### src/rtl/regbusy_pkg.sv
package regbusy_pkg;

    parameter int unsigned RB_NUM_REGS = 32;
    parameter int unsigned RB_NUM_SRC  = 2;
    parameter int unsigned RB_NUM_WB   = 2;

    // Index width for a register file of n entries (at least one bit).
    function automatic int unsigned rb_idx_w(input int unsigned n);
        return (n <= 2) ? 1 : $clog2(n);
    endfunction

endpackage

### src/rtl/regbusy_wb_mask.sv
module regbusy_wb_mask
    import regbusy_pkg::*;
#(
    parameter int unsigned NUM_REGS = RB_NUM_REGS,
    parameter int unsigned NUM_WB   = RB_NUM_WB,
    localparam int unsigned RW      = rb_idx_w(NUM_REGS)
) (
    input  logic                   clk,
    input  logic                   rst,
    input  logic [NUM_WB-1:0]      wb_vld,
    input  logic [NUM_WB*RW-1:0]   wb_idx,
    output logic [NUM_REGS-1:0]    clr_mask
);

    // One decoded clear vector per port, then ORed together.
    logic [NUM_REGS-1:0] port_mask [NUM_WB];

    for (genvar p = 0; p < NUM_WB; p++) begin : g_port
        for (genvar r = 0; r < NUM_REGS; r++) begin : g_reg
            if (r == 0) begin : g_zero
                assign port_mask[p][r] = 1'b0;
            end else begin : g_live
                assign port_mask[p][r] = wb_vld[p] && (wb_idx[p*RW +: RW] == RW'(r));
            end
        end
    end

    always_comb begin
        clr_mask = '0;
        for (int p = 0; p < NUM_WB; p++) begin
            clr_mask = clr_mask | port_mask[p];
        end
    end

    // never more registers cleared than there are ports
    p_clear_count_r5: assert property (@(posedge clk) disable iff (rst)
        $countones(clr_mask) <= NUM_WB);

endmodule

### src/rtl/regbusy_hazard.sv
module regbusy_hazard
    import regbusy_pkg::*;
#(
    parameter int unsigned NUM_REGS = RB_NUM_REGS,
    parameter int unsigned NUM_SRC  = RB_NUM_SRC,
    localparam int unsigned RW      = rb_idx_w(NUM_REGS)
) (
    input  logic                   clk,
    input  logic                   rst,
    input  logic [NUM_REGS-1:0]    busy_q,
    input  logic [NUM_REGS-1:0]    clr_mask,
    input  logic [NUM_SRC-1:0]     src_vld,
    input  logic [NUM_SRC*RW-1:0]  src_idx,
    input  logic                   dst_vld,
    input  logic [RW-1:0]          dst_idx,
    output logic                   stall
);

    // A register blocks only if busy and not being written back now.
    logic [NUM_REGS-1:0] blocking;
    logic [NUM_SRC-1:0]  src_hit;
    logic                dst_hit;

    always_comb begin
        blocking    = busy_q & ~clr_mask;
        blocking[0] = 1'b0;
    end

    for (genvar s = 0; s < NUM_SRC; s++) begin : g_src
        assign src_hit[s] = src_vld[s] && blocking[src_idx[s*RW +: RW]];
    end

    assign dst_hit = dst_vld && blocking[dst_idx];
    assign stall   = (|src_hit) || dst_hit;

    // a valid source on a busy, not-retiring register holds decode
    for (genvar s = 0; s < NUM_SRC; s++) begin : g_chk
        p_src_busy_holds_r2: assert property (@(posedge clk) disable iff (rst)
            (src_vld[s] && (src_idx[s*RW +: RW] != '0)
             && busy_q[src_idx[s*RW +: RW]] && !clr_mask[src_idx[s*RW +: RW]])
            |-> stall);
    end

    // with nothing valid in decode there is never a stall
    p_invalid_free_r9: assert property (@(posedge clk) disable iff (rst)
        (!(|src_vld) && !dst_vld) |-> !stall);

endmodule

### src/rtl/regbusy_flags.sv
module regbusy_flags
    import regbusy_pkg::*;
#(
    parameter int unsigned NUM_REGS = RB_NUM_REGS
) (
    input  logic                clk,
    input  logic                rst,
    input  logic [NUM_REGS-1:0] set_mask,
    input  logic [NUM_REGS-1:0] clr_mask,
    output logic [NUM_REGS-1:0] busy_q
);

    // Clear first, then set: a collision leaves the flag busy.
    always_ff @(posedge clk) begin
        if (rst) begin
            busy_q <= '0;
        end else begin
            busy_q <= (busy_q & ~clr_mask) | set_mask;
        end
    end

    for (genvar g = 0; g < NUM_REGS; g++) begin : g_chk
        // an issue always lands, even against a writeback
        p_set_lands_r4: assert property (@(posedge clk) disable iff (rst)
            set_mask[g] |=> busy_q[g]);
        // a lone writeback frees the register
        p_clear_lands_r5: assert property (@(posedge clk) disable iff (rst)
            (clr_mask[g] && !set_mask[g]) |=> !busy_q[g]);
        // no event, no change
        p_hold_quiet_r4: assert property (@(posedge clk) disable iff (rst)
            (!clr_mask[g] && !set_mask[g]) |=> $stable(busy_q[g]));
    end

endmodule

### src/rtl/regbusy_interlock.sv
module regbusy_interlock
    import regbusy_pkg::*;
#(
    parameter int unsigned NUM_REGS = RB_NUM_REGS,
    parameter int unsigned NUM_SRC  = RB_NUM_SRC,
    parameter int unsigned NUM_WB   = RB_NUM_WB,
    localparam int unsigned RW      = rb_idx_w(NUM_REGS)
) (
    input  logic                   clk,
    input  logic                   rst,
    input  logic [NUM_SRC-1:0]     dec_src_vld,
    input  logic [NUM_SRC*RW-1:0]  dec_src_idx,
    input  logic                   dec_dst_vld,
    input  logic [RW-1:0]          dec_dst_idx,
    input  logic                   issue_take,
    input  logic [NUM_WB-1:0]      wb_vld,
    input  logic [NUM_WB*RW-1:0]   wb_idx,
    output logic                   stall
);

    logic [NUM_REGS-1:0] busy_q;
    logic [NUM_REGS-1:0] clr_mask;
    logic [NUM_REGS-1:0] set_mask;
    logic                fire;

    regbusy_wb_mask #(.NUM_REGS(NUM_REGS), .NUM_WB(NUM_WB)) u_wb (
        .clk      (clk),
        .rst      (rst),
        .wb_vld   (wb_vld),
        .wb_idx   (wb_idx),
        .clr_mask (clr_mask)
    );

    regbusy_hazard #(.NUM_REGS(NUM_REGS), .NUM_SRC(NUM_SRC)) u_hz (
        .clk      (clk),
        .rst      (rst),
        .busy_q   (busy_q),
        .clr_mask (clr_mask),
        .src_vld  (dec_src_vld),
        .src_idx  (dec_src_idx),
        .dst_vld  (dec_dst_vld),
        .dst_idx  (dec_dst_idx),
        .stall    (stall)
    );

    // Issue happens only when accepted and not held.
    assign fire = issue_take && !stall && dec_dst_vld;

    for (genvar r = 0; r < NUM_REGS; r++) begin : g_set
        if (r == 0) begin : g_zero
            assign set_mask[r] = 1'b0;
        end else begin : g_live
            assign set_mask[r] = fire && (dec_dst_idx == RW'(r));
        end
    end

    regbusy_flags #(.NUM_REGS(NUM_REGS)) u_flags (
        .clk      (clk),
        .rst      (rst),
        .set_mask (set_mask),
        .clr_mask (clr_mask),
        .busy_q   (busy_q)
    );

    // the constant register is never marked
    p_reg0_free_r8: assert property (@(posedge clk) disable iff (rst)
        !busy_q[0]);

    // an issuing instruction never targets a blocking register
    p_issue_dst_free_r3: assert property (@(posedge clk) disable iff (rst)
        (issue_take && !stall && dec_dst_vld && dec_dst_idx != '0)
        |-> (!busy_q[dec_dst_idx] || clr_mask[dec_dst_idx]));

    // flags start empty after reset
    p_reset_empty_r1: assert property (@(posedge clk)
        rst |=> (busy_q == '0));

endmodule

### config.mk
export PLATFORM = sky130hd
export DESIGN_NAME = regbusy_interlock
export DESIGN_NICKNAME = d
export VERILOG_FILES = /design/src/rtl/regbusy_pkg.sv /design/src/rtl/regbusy_wb_mask.sv /design/src/rtl/regbusy_hazard.sv /design/src/rtl/regbusy_flags.sv /design/src/rtl/regbusy_interlock.sv
export SDC_FILE = /design/constraint.sdc
export NUM_CORES = 1
export LEC_CHECK = 0
export BUFFER_PORTS_ARGS = -buffer_cell sky130_fd_sc_hd__buf_2
export CAP_MARGIN = 0
export CORE_MARGIN = 2
export CORE_UTILIZATION = 50
export DETAILED_ROUTE_END_ITERATION = 7
export HOLD_SLACK_MARGIN = 0.03
export PLACE_DENSITY = 0.7
export REMOVE_ABC_BUFFERS = 1
export SLEW_MARGIN = 0
export SYNTH_ARGS = -nofsm -noshare
export SYNTH_HDL_FRONTEND = slang
export SYNTH_HIERARCHICAL = 1
export SYNTH_SLANG_ARGS = --single-unit
### constraint.sdc
create_clock -name clk -period 4.8 [get_ports clk]
set_input_delay 0.96 -clock clk [delete_from_list [all_inputs] [get_ports clk]]
set_output_delay 0.96 -clock clk [all_outputs]
set_load 0.02 [all_outputs]
Word level (Yosys, flattened, before mapping)
Index checks and enable logic that the tools add are counted.
{ "totals": {"input_bits": 33, "register_bits": 32, "output_inout_bits": 1, "wordCells": 208} }
{ "classes": {"n_reduce_logical": 101, "n_eq_ne": 93, "n_lt_le_gt_ge": 3, "bitwise_logic": 4, "mux": 6} }
{ "ops": {"columns": ["op", "n"], "rows": [
  ["5-bit equality test, second input constant", 48],
  ["5-bit by 4-bit equality test with 1-bit output, second input constant", 24],
  ["1-bit logical AND", 98],
  ["32-bit bitwise OR", 2],
  ["5-bit by 3-bit equality test with 1-bit output, second input constant", 12],
  ["32-bit AND", 1],
  ["32-bit inverter", 1],
  ["5-bit by 2-bit equality test with 1-bit output, second input constant", 6],
  ["5-bit by 6-bit less-than comparator with 1-bit output, second input constant", 3],
  ["1-bit binary-select mux with 5-bit select", 3],
  ["5-bit by 1-bit equality test with 1-bit output, second input constant", 3],
  ["1-bit two-way mux", 3],
  ["2-bit OR reduction", 1],
  ["1-bit logical NOT", 1],
  ["1-bit logical OR", 1]
]} }

Depth between registers and ports, before layout
{ "depth": {"depth_word": 15, "ltp_mapped": 14, "ltp_nobuf": 12} }

Cells and area by module
Netlist, hierarchy kept.
{ "by_module_without_submodules": {"columns": ["module", "area_per_inst_um2", "n_inst", "seq_area_each_um2", "cells_each"], "rows": [
  ["regbusy_flags", 1154.9, 1, 640.6, 131],
  ["regbusy_hazard", 1126.1, 1, 0.0, 116],
  ["regbusy_wb_mask", 429.2, 1, 0.0, 63],
  ["regbusy_interlock", 281.5, 1, 0.0, 50]
]} }

Least setup slack after synthesis
Ideal clock, no wire load.
{ "synth_path": {"path_kind": "input to register", "start": "input port wb_idx[9]", "end": "register u_flags.busy_q[17]", "path_stages": 13, "t_arrival_ns": 3.937, "n_path_buf": 1, "setup_time_ns": 0.070, "required_time_ns": 4.730, "path_slack_ns": 0.793, "path_cell_list": "or4b_4 -> o22ai_1 -> nor2b_1 -> mux4_2 -> nor3b_1 -> a2111oi_0 -> a211oi_1 -> nand4_1 -> or4b_1 -> buf_2 -> nor2_1 -> inv_1 -> a21oi_1"} }
{ "synth_between": {"elab_chain_cells": 15, "word_cells_on_any_way": 81, "cone_classes": "eq/ne: 31; mux: 6; bitwise: 4; reduce/logical: 40"} }
{ "synth_rtl": {"columns": ["element", "line_no", "text"], "rows": [
  ["from (decl)", "regbusy_interlock.sv:17", "input logic [NUM_WB*RW-1:0] wb_idx,"],
  ["5-bit by 3-bit equality test with 1-bit output *", "regbusy_wb_mask.sv:23", "assign port_mask[p][r] = wb_vld[p] && (wb_idx[p*RW +: RW] == RW'(r));"],
  ["1-bit logical AND *", "regbusy_wb_mask.sv:23", null],
  ["32-bit bitwise OR *", "regbusy_wb_mask.sv:31", "clr_mask = clr_mask | port_mask[p];"],
  ["net clr_mask[4]", "regbusy_interlock.sv:22", "logic [NUM_REGS-1:0] clr_mask;"],
  ["32-bit inverter *", "regbusy_hazard.sv:25", "blocking = busy_q & ~clr_mask;"],
  ["32-bit AND *", "regbusy_hazard.sv:25", null],
  ["1-bit binary-select mux with 5-bit select", "regbusy_hazard.sv:30", "assign src_hit[s] = src_vld[s] && blocking[src_idx[s*RW +: RW]];"],
  ["1-bit two-way mux (implied by the code)", "regbusy_hazard.sv:30", null],
  ["1-bit logical AND", "regbusy_hazard.sv:30", null],
  ["2-bit OR reduction", "regbusy_hazard.sv:34", "assign stall = (|src_hit) || dst_hit;"],
  ["1-bit logical OR *", "regbusy_hazard.sv:34", null],
  ["net stall", "regbusy_interlock.sv:18", "output logic stall"],
  ["1-bit logical NOT *", "regbusy_interlock.sv:47", "assign fire = issue_take && !stall && dec_dst_vld;"],
  ["1-bit logical AND * (2 in a row)", "regbusy_interlock.sv:47", null],
  ["1-bit logical AND *", "regbusy_interlock.sv:53", "assign set_mask[r] = fire && (dec_dst_idx == RW'(r));"],
  ["net set_mask[17]", "regbusy_interlock.sv:23", "logic [NUM_REGS-1:0] set_mask;"],
  ["32-bit bitwise OR *", "regbusy_flags.sv:18", "busy_q <= (busy_q & ~clr_mask) | set_mask;"],
  ["to (signal assigned)", "regbusy_flags.sv:18", null],
  ["to (decl)", "regbusy_flags.sv:10", "output logic [NUM_REGS-1:0] busy_q"]
]} }
Mark *: on every way through the listed nets, which the timed path passes. The rest lies on a longest branch. The select of a mux whose other input is x is not followed.
A chain may end at the register's enable or synchronous reset.

Final worst setup path
{ "layout_path": {"start": "input port wb_idx[9]", "end": "output port stall"} }
{ "layout_between": {"elab_chain_cells": 10, "word_cells_on_any_way": 76, "cone_classes": "eq/ne: 31; mux: 6; bitwise: 3; reduce/logical: 36"} }
{ "layout_rtl": {"columns": ["element", "line_no"], "rows": [
  ["5-bit by 4-bit equality test with 1-bit output *", "regbusy_wb_mask.sv:23"],
  ["1-bit logical AND *", "regbusy_wb_mask.sv:23"],
  ["32-bit bitwise OR *", "regbusy_wb_mask.sv:31"],
  ["net clr_mask[8]", "regbusy_interlock.sv:22"],
  ["32-bit inverter *", "regbusy_hazard.sv:25"],
  ["32-bit AND *", "regbusy_hazard.sv:25"],
  ["1-bit binary-select mux with 5-bit select", "regbusy_hazard.sv:30"],
  ["1-bit two-way mux (implied by the code)", "regbusy_hazard.sv:30"],
  ["1-bit logical AND", "regbusy_hazard.sv:30"],
  ["2-bit OR reduction", "regbusy_hazard.sv:34"],
  ["1-bit logical OR *", "regbusy_hazard.sv:34"],
  ["to (decl)", "regbusy_interlock.sv:18"]
]} }
Marked as above.

==> metrics.md <==
| Metric | Value |
|---|---|
| Post-route ant nets | `0` |
| Final net count | `408` |
| Clock sinks | `31` |
| Fraction of power spent switching nets | `29.30%` |
| # diodes | `0` |
| Worst R2R Setup Slack | `1.82 ns` |
| Ratio of cells with drive above 1 in the final layout | `16.22%` |
| Initial antenna violation count | `0` |
| CTS root buffer | `clkbuf_8` |
| Routed via count | `2950` |
| Actual slew at the worst max-slew pin | `0.6021 ns` |
| Post-CTS Hold Buffers | `0` |
| Worst Path Required | `3.84 ns` |
| Max Slew Vio Count | `0` |
| Power share of the combinational group | `18.5%` |
| Vias in the first global route | `2622` |
| Seq pwr share | `42.6%` |
| Clock Pin Slew Worst Setup and Hold Paths | `0.07 ns` |
| Drt first-iter violations | `347` |
| Hold Vio Cnt, Final | `0` |
| Area of the core | `5608 sq um` |
| CTS tree | `built` |
| Largest net degree at the start of global routing | `32` |
| Max reg flops | `31` |
| Global route total overflow | `0` |
| Gp weighted congestion | `0.8967` |
| Pint | `0.4309 mW` |
| Post-route setup slack | `0.2461 ns` |
| Synthesized area per cell | `8.333 sq um` |
| Post-layout min period | `4.554 ns` |
| RSZ-0062 raised after global routing | `no` |
| Post-CTS sizing | `0` |
| Psw | `0.1786 mW` |
| Setup Buffers After CTS | `0` |
| Status | `finished clean` |
| # port buffers | `33` |
| Die area | `6512 sq um` |
| Worst Skew | `0.005616 ns` |
| Power Density | `191.3 nW/um^2` |
| Die width | `80.70 um` |
| Setup total negative slack | `0 ns` |
| DR vias/cell | `6.585` |
| Routed wire length | `8.490 mm` |
| Relative slew margins | `59.86%` |
| Pre-CTS setup slack | `0.3614 ns` |
| Critical path class | `in -> out` |
| Largest Register | `u_flags/busy_q` |
| Synth Warn # | `6` |
| First-pass GRT wire length | `13.30 mm` |
| DRC viols | `0` |
| Layout area overhead | `8.295%` |
| LEAKAGE | `0.9572 nW` |
| Dpl hpwl | `6.286 mm` |
| Starting density of the core | `52.45%` |
| CP Capture Type | `primary output` |
| Regs by FF count | `u_flags/busy_q (31)` |
| Crit path arrival time | `3.59 ns` |
| Routed WL per cell | `18.95 um` |
| Period utilisation layout | `94.87%` |
| Hold/Removal Path Class | `reg -> reg` |
| CTS Buf Count | `5` |
| Setup crit start kind | `primary input` |
| Worst-Skew Late Latency | `0.29 ns` |
| Crit Path Max Fanout | `8` |
| H-tree depth | `2` |
| Synth Cell Area | `2942 sq um` |
| Max-cap viol count | `0` |
| FMAX | `219.6 MHz` |
| Setup Viol. Count Final | `0` |
| Drt pass-1 iters | `5` |
| Peak supply drop | `113.0 uV` |
| Clock share of power | `38.9%` |
| Cell Rows | `27` |
| Die height | `80.70 um` |
| Top Ports | `34` |
| Post-Syn Instances | `353` |
| Bufs on Longest Clock Path | `2` |
| GRT Total Usage | `27.13%` |
critical path, stage by stage:
cell and delay (ns):
buf_2 0.14, or4b_4 0.55, o22ai_1 0.28, nor2b_1 0.12
and3b_1 0.20, a2111oi_0 0.46, a2111oi_0 0.15, a211oi_1 0.24
nand4_1 0.25, buf_2 0.25
final cells by class:
| cell class | count | area, sq um |
|---|---|---|
| Clock inverter | 1 | 7.507 |
| Multi-Input combinational cell | 271 | 2077 |
| Tap cell | 72 | 90.09 |
| Timing Repair Buffer | 33 | 165.2 |
| Fill cell | 555 | 2422 |
| Clock buffer | 7 | 96.34 |
| Sequential cell | 31 | 620.6 |
| Inverter | 33 | 128.9 |
per-layer routing:
layer  global-route usage [%]  part of all wire, %
met1                    39.02                   43
met2                    40.67                   43
met3                    4.157                   11
met4                    10.85                  2.5
met5                        0                    0
through the flow:
stage | utilization, % | cells | hold slack [ns] | power (mW) | instance area, sq um
after global placement | 54.95 | 440 | 0.4537 | 0.3744 | 3082
after CTS | 56.81 | 448 | 0.4727 | 0.6095 | 3186
after global routing | 56.81 | 448 | 0.4912 | 0.6330 | 3186
after floorplan | - | 335 | 0.4392 | 0.3182 | 2826
after detailed placement | 54.95 | 440 | 0.4606 | 0.3756 | 3082
final | 56.81 | 448 | 0.4706 | 0.6094 | 3186
power groups by stage:
stage	registers, mW	clock network, mW	logic (mW)
2_1_floorplan	0.265	0	0.0530
3_3_place_gp	0.265	0	0.109
3_5_place_dp	0.265	0	0.110
4_1_cts	0.260	0.240	0.110
5_1_grt	0.260	0.252	0.121
6_report	0.260	0.237	0.113
path summary, 6_finish.rpt:
path	to	cells after the start	startpoint
max	stall	10	wb_idx[9]
min	u_flags/busy_q[14]	2	u_flags/busy_q[14]
max reg2reg	u_flags/busy_q[3]	10	u_flags/busy_q[15]
min reg2reg	u_flags/busy_q[14]	2	u_flags/busy_q[14]
cells in the final DEF, fill, tap and decap left out, types with 2 or more instances in the layout:
cell type and n:
nor2_1 26, o22ai_1 31, mux4_1 5, nand2b_1 55, nand2_1 8, mux4_2 15
or4b_1 3, nand4bb_1 10, nor2b_1 15, buf_2 33, mux2i_1 6, a2111oi_0 5
and3b_1 3, nor3_1 3, a2bb2oi_1 2, nand3_1 2, o21ai_0 3, nor3b_1 6
dfxtp_1 31, a21oi_1 35, or2b_1 2, inv_1 32, nor4_1 4, clkbuf_8 7
or2_2 2, nand4_1 5, nand4b_1 12, or3_1 3, a211oi_1 2
Power figures use the tool's default switching activity.
